===== src/rtl/spi_flash_seq.sv =====
module spi_flash_seq #(
  parameter int DIV_W = 8,
  parameter int GAP_W = 8,
  parameter int TX_DEPTH = 256,
  parameter int RX_DEPTH = 16,
  parameter logic [7:0] OP_READ = 8'h03,
  parameter logic [7:0] OP_WREN = 8'h06,
  parameter logic [7:0] OP_PROG = 8'h02,
  parameter logic [7:0] OP_SE = 8'h20,
  parameter logic [7:0] OP_BE = 8'hD8,
  parameter logic [7:0] FILL = 8'hFF
) (
  input  logic             clk,
  input  logic             rst_n,
  input  logic [DIV_W-1:0] clk_div,
  input  logic [GAP_W-1:0] cs_gap,
  input  logic             cmd_valid,
  output logic             cmd_ready,
  input  logic [2:0]       cmd_kind,
  input  logic [23:0]      cmd_addr,
  input  logic [8:0]       cmd_len,
  output logic             busy,
  input  logic             tx_wr,
  input  logic [7:0]       tx_data,
  output logic             tx_full,
  input  logic             rx_rd,
  output logic [7:0]       rx_data,
  output logic             rx_valid,
  output logic             rx_overflow,
  output logic             spi_cs_n,
  output logic             spi_sclk,
  output logic             spi_mosi,
  input  logic             spi_miso
);
  localparam int TXA = $clog2(TX_DEPTH);
  localparam int RXA = $clog2(RX_DEPTH);
  localparam int IW = 10;
  localparam logic [2:0] K_READ = 3'd0, K_PROG = 3'd2, K_SE = 3'd3, K_BE = 3'd4;

  typedef enum logic [1:0] {S_IDLE, S_SHIFT, S_WAIT, S_FIN} st_t;

  st_t              st;
  logic [2:0]       kind;
  logic [23:0]      addr;
  logic [8:0]       len;
  logic [IW-1:0]    idx;
  logic [DIV_W-1:0] dcnt;
  logic [GAP_W-1:0] gap;
  logic [2:0]       bitc;
  logic [7:0]       sh, rsh;

  logic [7:0]     tx_mem [TX_DEPTH];
  logic [TXA-1:0] tx_wp, tx_rp;
  logic [TXA:0]   tx_cnt;
  logic [7:0]     rx_mem [RX_DEPTH];
  logic [RXA-1:0] rx_wp, rx_rp;
  logic [RXA:0]   rx_cnt;

  function automatic logic [7:0] op_of(input logic [2:0] k);
    case (k)
      K_READ:  op_of = OP_READ;
      K_PROG:  op_of = OP_PROG;
      K_SE:    op_of = OP_SE;
      K_BE:    op_of = OP_BE;
      default: op_of = OP_WREN;
    endcase
  endfunction

  wire is_rd  = kind == K_READ;
  wire is_pp  = kind == K_PROG;
  wire has_ad = is_rd || is_pp || kind == K_SE || kind == K_BE;
  wire [IW-1:0] hdr_len = has_ad ? IW'(4) : IW'(1);
  wire [IW-1:0] total = hdr_len + ((is_rd || is_pp) ? IW'(len) : IW'(0));
  wire [IW-1:0] nxt = idx + IW'(1);
  wire last = nxt == total;
  wire nxt_data = nxt >= hdr_len;
  wire tick = dcnt == clk_div;
  wire bnd = st == S_SHIFT && tick && spi_sclk && bitc == 3'd7;

  wire tx_empty = tx_cnt == '0;
  wire [7:0] tx_head = tx_mem[tx_rp];
  wire rx_full = rx_cnt == (RXA+1)'(RX_DEPTH);

  logic [7:0] nxt_byte;
  always_comb begin
    case (nxt[1:0])
      2'd1:    nxt_byte = addr[23:16];
      2'd2:    nxt_byte = addr[15:8];
      default: nxt_byte = addr[7:0];
    endcase
    if (nxt_data) nxt_byte = is_pp ? tx_head : FILL;
  end

  wire tx_pop = (bnd && !last && is_pp && nxt_data && !tx_empty) ||
                (st == S_WAIT && !tx_empty);
  wire tx_push = tx_wr && !tx_full;
  wire rx_push = bnd && is_rd && idx >= IW'(4);
  wire rx_pop = rx_rd && rx_valid;

  assign cmd_ready = st == S_IDLE && gap == '0;
  assign busy = st != S_IDLE;
  assign spi_mosi = !spi_cs_n && sh[7];
  assign tx_full = tx_cnt == (TXA+1)'(TX_DEPTH);
  assign rx_valid = rx_cnt != '0;
  assign rx_data = rx_mem[rx_rp];

  always_ff @(posedge clk or negedge rst_n) begin
    if (!rst_n) begin
      st <= S_IDLE;
      kind <= '0;
      addr <= '0;
      len <= '0;
      idx <= '0;
      dcnt <= '0;
      gap <= '0;
      bitc <= '0;
      sh <= '0;
      rsh <= '0;
      spi_cs_n <= 1'b1;
      spi_sclk <= 1'b0;
    end else begin
      case (st)
        S_IDLE: begin
          if (gap != '0) gap <= gap - 1'b1;
          if (cmd_valid && cmd_ready) begin
            kind <= cmd_kind;
            addr <= cmd_addr;
            len <= cmd_len;
            idx <= '0;
            bitc <= '0;
            dcnt <= '0;
            sh <= op_of(cmd_kind);
            spi_cs_n <= 1'b0;
            st <= S_SHIFT;
          end
        end
        S_SHIFT: begin
          if (!tick) dcnt <= dcnt + 1'b1;
          else begin
            dcnt <= '0;
            if (!spi_sclk) begin
              spi_sclk <= 1'b1;
              rsh <= {rsh[6:0], spi_miso};
            end else begin
              spi_sclk <= 1'b0;
              if (bitc != 3'd7) begin
                bitc <= bitc + 1'b1;
                sh <= {sh[6:0], 1'b0};
              end else begin
                bitc <= '0;
                if (last) st <= S_FIN;
                else begin
                  idx <= nxt;
                  if (is_pp && nxt_data && tx_empty) st <= S_WAIT;
                  else sh <= nxt_byte;
                end
              end
            end
          end
        end
        S_WAIT: begin
          dcnt <= '0;
          if (!tx_empty) begin
            sh <= tx_head;
            st <= S_SHIFT;
          end
        end
        S_FIN: begin
          if (!tick) dcnt <= dcnt + 1'b1;
          else begin
            dcnt <= '0;
            spi_cs_n <= 1'b1;
            gap <= cs_gap;
            st <= S_IDLE;
          end
        end
        default: st <= S_IDLE;
      endcase
    end
  end

  always_ff @(posedge clk or negedge rst_n) begin
    if (!rst_n) begin
      tx_wp <= '0;
      tx_rp <= '0;
      tx_cnt <= '0;
    end else begin
      if (tx_push) begin
        tx_mem[tx_wp] <= tx_data;
        tx_wp <= tx_wp + 1'b1;
      end
      if (tx_pop) tx_rp <= tx_rp + 1'b1;
      tx_cnt <= tx_cnt + (TXA+1)'(tx_push) - (TXA+1)'(tx_pop);
    end
  end

  always_ff @(posedge clk or negedge rst_n) begin
    if (!rst_n) begin
      rx_wp <= '0;
      rx_rp <= '0;
      rx_cnt <= '0;
      rx_overflow <= 1'b0;
    end else begin
      if (rx_push && !rx_full) begin
        rx_mem[rx_wp] <= rsh;
        rx_wp <= rx_wp + 1'b1;
      end
      if (rx_push && rx_full) rx_overflow <= 1'b1;
      if (rx_pop) rx_rp <= rx_rp + 1'b1;
      rx_cnt <= rx_cnt + (RXA+1)'(rx_push && !rx_full) - (RXA+1)'(rx_pop);
    end
  end

  a_r6_sclk_idle: assert property (@(posedge clk) disable iff (!rst_n)
    spi_cs_n |-> !spi_sclk);
  a_r6_fresh_edge: assert property (@(posedge clk) disable iff (!rst_n)
    $fell(spi_cs_n) |-> !spi_sclk && $past(!spi_sclk));
  a_r8_busy_cs: assert property (@(posedge clk) disable iff (!rst_n)
    busy == !spi_cs_n);
  a_r9_ovf_sticky: assert property (@(posedge clk) disable iff (!rst_n)
    $past(rx_overflow) |-> rx_overflow);
  a_r3_rx_bound: assert property (@(posedge clk) disable iff (!rst_n)
    rx_cnt <= (RXA+1)'(RX_DEPTH));
  a_r7_gap_hold: assert property (@(posedge clk) disable iff (!rst_n)
    ($rose(spi_cs_n) && cs_gap != '0) |-> !cmd_ready);
  a_r5_stall_low: assert property (@(posedge clk) disable iff (!rst_n)
    st == S_WAIT |-> !spi_sclk && !spi_cs_n);
endmodule


===== config.mk =====
export PLATFORM = sky130hd
export DESIGN_NAME = spi_flash_seq
export DESIGN_NICKNAME = d
export VERILOG_FILES = /design/src/rtl/spi_flash_seq.sv
export SDC_FILE = /design/constraint.sdc
export NUM_CORES = 2
export LEC_CHECK = 0
export BUFFER_PORTS_ARGS = -buffer_cell sky130_fd_sc_hd__buf_2
export CAP_MARGIN = 30
export CORE_ASPECT_RATIO = 1.2
export CORE_MARGIN = 1
export CORE_UTILIZATION = 60
export DETAILED_ROUTE_END_ITERATION = 10
export PLACE_DENSITY = 0.76
export RECOVER_POWER = 50
export SLEW_MARGIN = 5
export SYNTH_ARGS = -nofsm -noshare
export SYNTH_HDL_FRONTEND = slang
export SYNTH_SLANG_ARGS = --single-unit

===== constraint.sdc =====
create_clock -name clk -period 7.6 [get_ports clk]
set_clock_uncertainty 0.1 [all_clocks]
set_input_delay 0.38 -clock clk [delete_from_list [all_inputs] [get_ports clk]]
set_output_delay 0.38 -clock clk [all_outputs]
set_load 0.005 [all_outputs]

Word-level counts from Yosys, hierarchy flattened --
Memories as Yosys holds them, arrays and structs flattened. Index checks and enable logic that the tools add are counted.
Word-level totals: memories 2, register bits 124, RAM bits 2176, bits of input ports 66, output and inout port bits 16, logic and storage cells 164
Memory list:
- tx_mem | words 256, width 8, rd ports 1, clocked after memory_dff 0, write ports 1, RTL line 52 | logic [7:0] tx_mem [TX_DEPTH];
- rx_mem | words 16, width 8, rd ports 1, clocked after memory_dff 0, write ports 1, RTL line 55 | logic [7:0] rx_mem [RX_DEPTH];
Operators by class: eq/ne operators 28, reduce and logical (&&, ||, !) cells 51, $lt $le $gt $ge 2, bitwise gates (word level) 1, add/subtract/negate cells 13, muxes and demuxes 48
Operators with widths (number):
- 8-bit 2-to-1 mux | 13
- 10-bit 2-to-1 mux | 5
- 8-bit one-hot mux with 3 select lines | 2
- 8-bit one-hot mux with 2 select lines | 2
- 8-bit one-hot mux with 4 select lines | 1
- 8-bit by 1-bit adder with 8-bit output (second input constant) | 3
- 1-bit logical AND | 21
- 10-bit one-hot mux with 2 select lines | 1
- 2-bit 2-to-1 mux | 8
- 3-bit 2-to-1 mux | 5
- 7-bit AND reduction | 2
- 3-bit by 2-bit equality test with 1-bit output (second input constant) | 4
- 2-bit inequality test (second input constant) | 6
- 10-bit by 1-bit adder with 10-bit output (second input constant) | 1
- 3-bit by 9-bit adder with 10-bit output | 1
- 10-bit equality test | 1
- 10-bit by 3-bit >= comparator with 1-bit output | 1
- 10-bit by 3-bit >= comparator with 1-bit output (second input constant) | 1
- 9-bit by 1-bit adder with 9-bit output | 1
- 3-bit equality test (second input constant) | 3
- 9-bit equality test (second input constant) | 1
- 9-bit logical NOT | 1
- 9-bit 2-to-1 mux | 1
- 3-bit AND reduction | 3
- 31 further kinds | 55

Depth between registers and ports, before layout --
depth after elaboration 14, gate-level depth with buffers 25

Least setup slack after synthesis --
No wires, ideal clock.
kind flip-flop to flip-flop, from register kind[0], to register tx_cnt[8], clock period less this slack 4788 ps, arrival time 4608 ps, library setup time 80 ps, slack 2812 ps, stages on the path, launching flop included 26, cell sequence dfrtp_1 -> nor2_1 -> and2_1 -> ha_1 -> ha_1 -> a21oi_1 -> or3_1 -> a21oi_1 -> xnor2_1 -> nand4bb_1 -> or4_1 -> buf_2 -> a32o_1 -> buf_6 -> ha_1 -> inv_1 -> ha_1 -> fa_1 -> a21oi_1 -> nor2_1 -> o21ai_0 -> a21oi_1 -> o21ai_0 -> a21oi_1 -> nor2_1 -> xnor2_1
On the way: longest elaborated chain between the ends 14, elaborated cells on any way between the ends 19, classes of those cells add/sub: 2; order compare: 1; eq/ne: 4; mux: 2; reduce/logical: 10
RTL lines:
- start: declaration | RTL line 43 | logic [2:0] kind;
- start signal: assignment | RTL line 126 | kind <= cmd_kind;
- 3-bit by 2-bit equality test with 1-bit output or 3-bit logical NOT (tied branches) | RTL line 70, 69
- 1-bit logical OR | RTL line 71, 73
- 1-bit logical OR (2 in series) | RTL line 71 | wire has_ad = is_rd || is_pp || kind == K_SE || kind == K_BE;
- 3-bit 2-to-1 mux | RTL line 72 | wire [IW-1:0] hdr_len = has_ad ? IW'(4) : IW'(1);
- 3-bit by 9-bit adder with 10-bit output | RTL line 73 | wire [IW-1:0] total = hdr_len + ((is_rd || is_pp) ? IW'(len) : IW'(0));
- 10-bit equality test | RTL line 75 | wire last = nxt == total;
- 1-bit logical NOT | RTL line 94 | wire tx_pop = (bnd && !last && is_pp && nxt_data && !tx_empty) ||
- 1-bit logical AND (2 in series) | RTL line 94
- 1-bit logical AND * (2 in series) | RTL line 94
- 1-bit logical OR * | RTL line 94
- net tx_pop | RTL line 94
- 9-bit by 1-bit subtractor with 9-bit output * | RTL line 193 | tx_cnt <= tx_cnt + (TXA+1)'(tx_push) - (TXA+1)'(tx_pop);
- end signal: assignment | RTL line 193
- end: declaration | RTL line 54 | logic [TXA:0] tx_cnt;
Mark *: on every way through the listed nets, which the timed path passes. The rest lies on a longest branch. A chain may end at the register's enable or synchronous reset.

Worst setup path in the final report --
from input tx_data[4], to memory tx_mem[49][4] (data pin)
RTL lines:
- start: declaration | RTL line 24 | input logic [7:0] tx_data,
- end: declaration | RTL line 52
Straight into the memory's write port.

==> out/results.tsv <==
stage	metric	value	unit
route	drtIter0Drc	7078	
pwr	p_leak	32.10	nW
logic_synthesis	syn_area	91930	µm²
worst_setup_path	cpLargestDelayFamily	buffers and inverters	
run	cap_viol_max_count	18	
clocking	cts_tree	done	
logic_synthesis	ys_warn_count	0	
sta	finalSetupViolations	0	
place	place_area	94270	µm²
clocking	clk_pin_slew	0.07	ns
global_route	track_usage	30.98	%
global_route	grt_pass1_vias	48620	
route	avgViaCountPerCell	6.937	
floorplan	initial_core_util	60.38	%
worst_setup_path	worstPathArrival	6.65	ns
logic_synthesis	netlist-cell-type-count	88	
floorplan	die_w	359.3	µm
sta	rsz0062_at_grt	false	
global_route	antenna_found_initial	4	
pwr	internal_power	0.02052	W
route	final_antenna_net_count	0	
floorplan	io_pins	82	
worst_setup_path	worstSetupPathType	in2reg	
place	io_buffers	81	
layout	drive_gt1_share	20.50	%
sta	max_freq	0.1568	GHz
worst_hold_path	hold_path.class	in2reg	
layout	area_growth	10.59	%
route	drc_errors	0	
sta	relSlewSlack	-365.9	%
worst_setup_path	path_cells	clkbuf_1 -> clkbuf_1	
pwr	p_seq_share	54.1	%
sta	worst_slew_pin_slew	6.988	ns
logic_synthesis	synth-edff-count	2176	
clocking	cts_sinks	2300	
floorplan	die_h	430.8	µm
logic_synthesis	synth_nets	4859	
worst_setup_path	path_common_cell	clkbuf_1	
route	wl_per_cell	33.56	µm
worst_setup_path	crit_slowest_cell	clkbuf_1	
route	via_count	49290	
worst_hold_path	min_from	clk_div[5]	
worst_setup_path	crit_buf_inv	2	
pwr	p_per_area	259.4	nW/µm²
global_route	grt_max_degree	181	
floorplan	die_area	154800	µm²
clocking	cts_buffers	206	
floorplan	core_area	152200	µm²
worst_setup_path	slowest_delay	4.56	ns
route	drt_pass1_iterations	6	
worst_setup_path	critPathRequiredTime	7.87	ns
logic_synthesis	synthFlopType	edfxtp_1	
pwr	clock_power_share	39.9	%
status	failed_checks	capacitance limit, slew limit	
status	status	finished, violations left	
worst_setup_path	cp-start-kind	input port	
worst_setup_path	critical_path.startpoint	tx_data[4]	
worst_setup_path	setup.worst_path.end_class	register	
pwr	ir_worst_vdd	0.1889	mV
logic_synthesis	syn_area_per_cell	19.37	µm²
place	dp.cells	6650	
sta	finalSetupTns	0	ns
place	post-dp-hpwl	145700	µm
route	routed_wl	238500	µm
logic_synthesis	syn-instance-count	4746	
sta	finalHoldViolCount	0	
logic_synthesis	ys_seq_area_share	74.46	%
clocking	root_buffer	clkbuf_16	
global_route	grt_overflow	0	
place	gp_congestion	0.9622	
clocking	htreeDepth	4	
pwr	p_comb_share	6.0	%
global_route	grt_pass1_wl	341000	µm
sta	fin_crit	6.379	ns
pwr	sw_frac_of_total	22.19	%
layout	instances_no_fill	7106	
layout	nNetsFinal	5048	
worst_setup_path	rr_startpoint	kind[1]	
pwr	p_switching	0.005853	W
worst_setup_path	crit_fanout	130	
sta	post-route-period-util	83.93	%
sta	drv_slew	1318	
logic_synthesis	async_reset_ff_share	5.391	%
clocking	insertion_delay	0.88	ns
logic_synthesis	ys_ff_latch	2300	
floorplan	fp-row-count	157	
clocking	cts_max_path_buffers	3	
layout	final_area	101700	µm²
metal layers:
| layer | wire length (µm) | up-vias | track usage [%] |
|---|---|---|---|
| met5 | 174 | - | 0 |
| met4 | 15400 | 6 | 17.10 |
| met3 | 26500 | 757 | 7.971 |
| met2 | 113900 | 3465 | 49.19 |
| met1 | 82570 | 25320 | 39.42 |
| li1 | - | 19750 | - |
flip-flops by register name, indices dropped and copies added, names as in the netlist, 9 cells and up:
name / flops
addr: 24
idx: 10
len: 9
rx_mem: 128
tx_cnt: 9
tx_mem: 2048
cells by family after synthesis:
group / count (synthesis) / synth area share, %
DFF: 2300 / 74.46
xor gates and xnor gates: 60 / 0.5716
buffers and inverters: 332 / 2.070
muxes: 711 / 14.54
and+or+nand+nor: 753 / 3.661
AOI/OAI and AO/OA: 543 / 4.044
adders and majority gates: 47 / 0.6560
layout by cell type (no fill, tap or decap), types with 60 or more instances in the layout:
cell / netlist / layout
dfrtp_1: 123 / 116
nand2_1: 176 / 176
clkbuf_16: 0 / 209
nor2_1: 353 / 352
mux2i_1: 159 / 159
clkbuf_1: 130 / 69
mux2_2: 60 / 60
a22oi_1: 95 / 95
edfxtp_1: 2176 / 2176
o21ai_0: 82 / 82
a21oi_1: 119 / 119
buf_4: 19 / 81
buf_2: 45 / 73
mux4_2: 483 / 483
power groups by stage:
stage / clock network (W) / logic [W] / registers, W
final: 0.0105 / 0.00158 / 0.0143
after global routing: 0.0110 / 0.00166 / 0.0143
after CTS: 0.0106 / 0.00154 / 0.0143
after detailed placement: 0 / 0.00151 / 0.0145
after global placement: 0 / 0.00145 / 0.0145
after floorplan: 0 / 0.000867 / 0.0144
final cells by class:
cell class              count  area, µm²
clock buffers             255       5423
diodes                      6      15.01
repair buffers            253       2066
flip-flops and latches   2300      68470
well taps                1987       2486
clock inverters           131       1359
fillers                  9370      50570
multi-input cells        2114      21630
inverters                  60      226.5
path summary, 6_finish.rpt:
path	to	depth (start not counted)	slack, ns
min	spi_cs_n	6	0.14
min reg2reg	rx_overflow	1	0.37
max in group asynchronous	rx_rp[1]	4	2.41
max reg2reg	tx_cnt[8]	23	2.08
max	tx_mem[49][4]	2	1.22
min in group asynchronous	gap[3]	3	1.67
repair_timing:
action                                 CTS  global route
hold buffers                            52             1
resized for setup                        0             0
endpoints found under the hold margin  212            49
buffers inserted                         0             0
stage by stage:
| step | worst slack, ns | hold slack (ns) | utilization, % | total power, W |
|---|---|---|---|---|
| 6_report | 1.221 | 0.1406 | 66.78 | 0.02638 |
| 5_1_grt | 0.9380 | 0.1924 | 66.77 | 0.02696 |
| 4_1_cts | 2.082 | 0.01017 | 66.73 | 0.02636 |
| 3_5_place_dp | 2.127 | 0.2547 | 61.92 | 0.01603 |
| 3_3_place_gp | 2.152 | 0.2559 | 61.87 | 0.01596 |
| 2_1_floorplan | 2.812 | -0.01559 | - | 0.01526 |
synthesized netlist by cell type (all sizes together), types with 23 or more instances:
cell / number / area (µm²)
nor3: 35 / 175.2
clkbuf: 130 / 488.0
o21ai: 86 / 430.4
a22oi: 95 / 713.2
o22ai: 43 / 269.0
nand3: 55 / 300.3
a21oi: 119 / 595.6
nor2: 353 / 1325
ha: 45 / 563.0
o221ai: 23 / 201.4
dfrtp: 123 / 3078
buf: 142 / 1190
mux4: 491 / 11090
nand2: 176 / 660.6
edfxtp: 2176 / 65340
xnor2: 38 / 332.8
mux2: 61 / 686.9
inv: 59 / 221.5
a221oi: 30 / 269.0
mux2i: 159 / 1592
No activity file was read; power rests on OpenSTA's default activity.
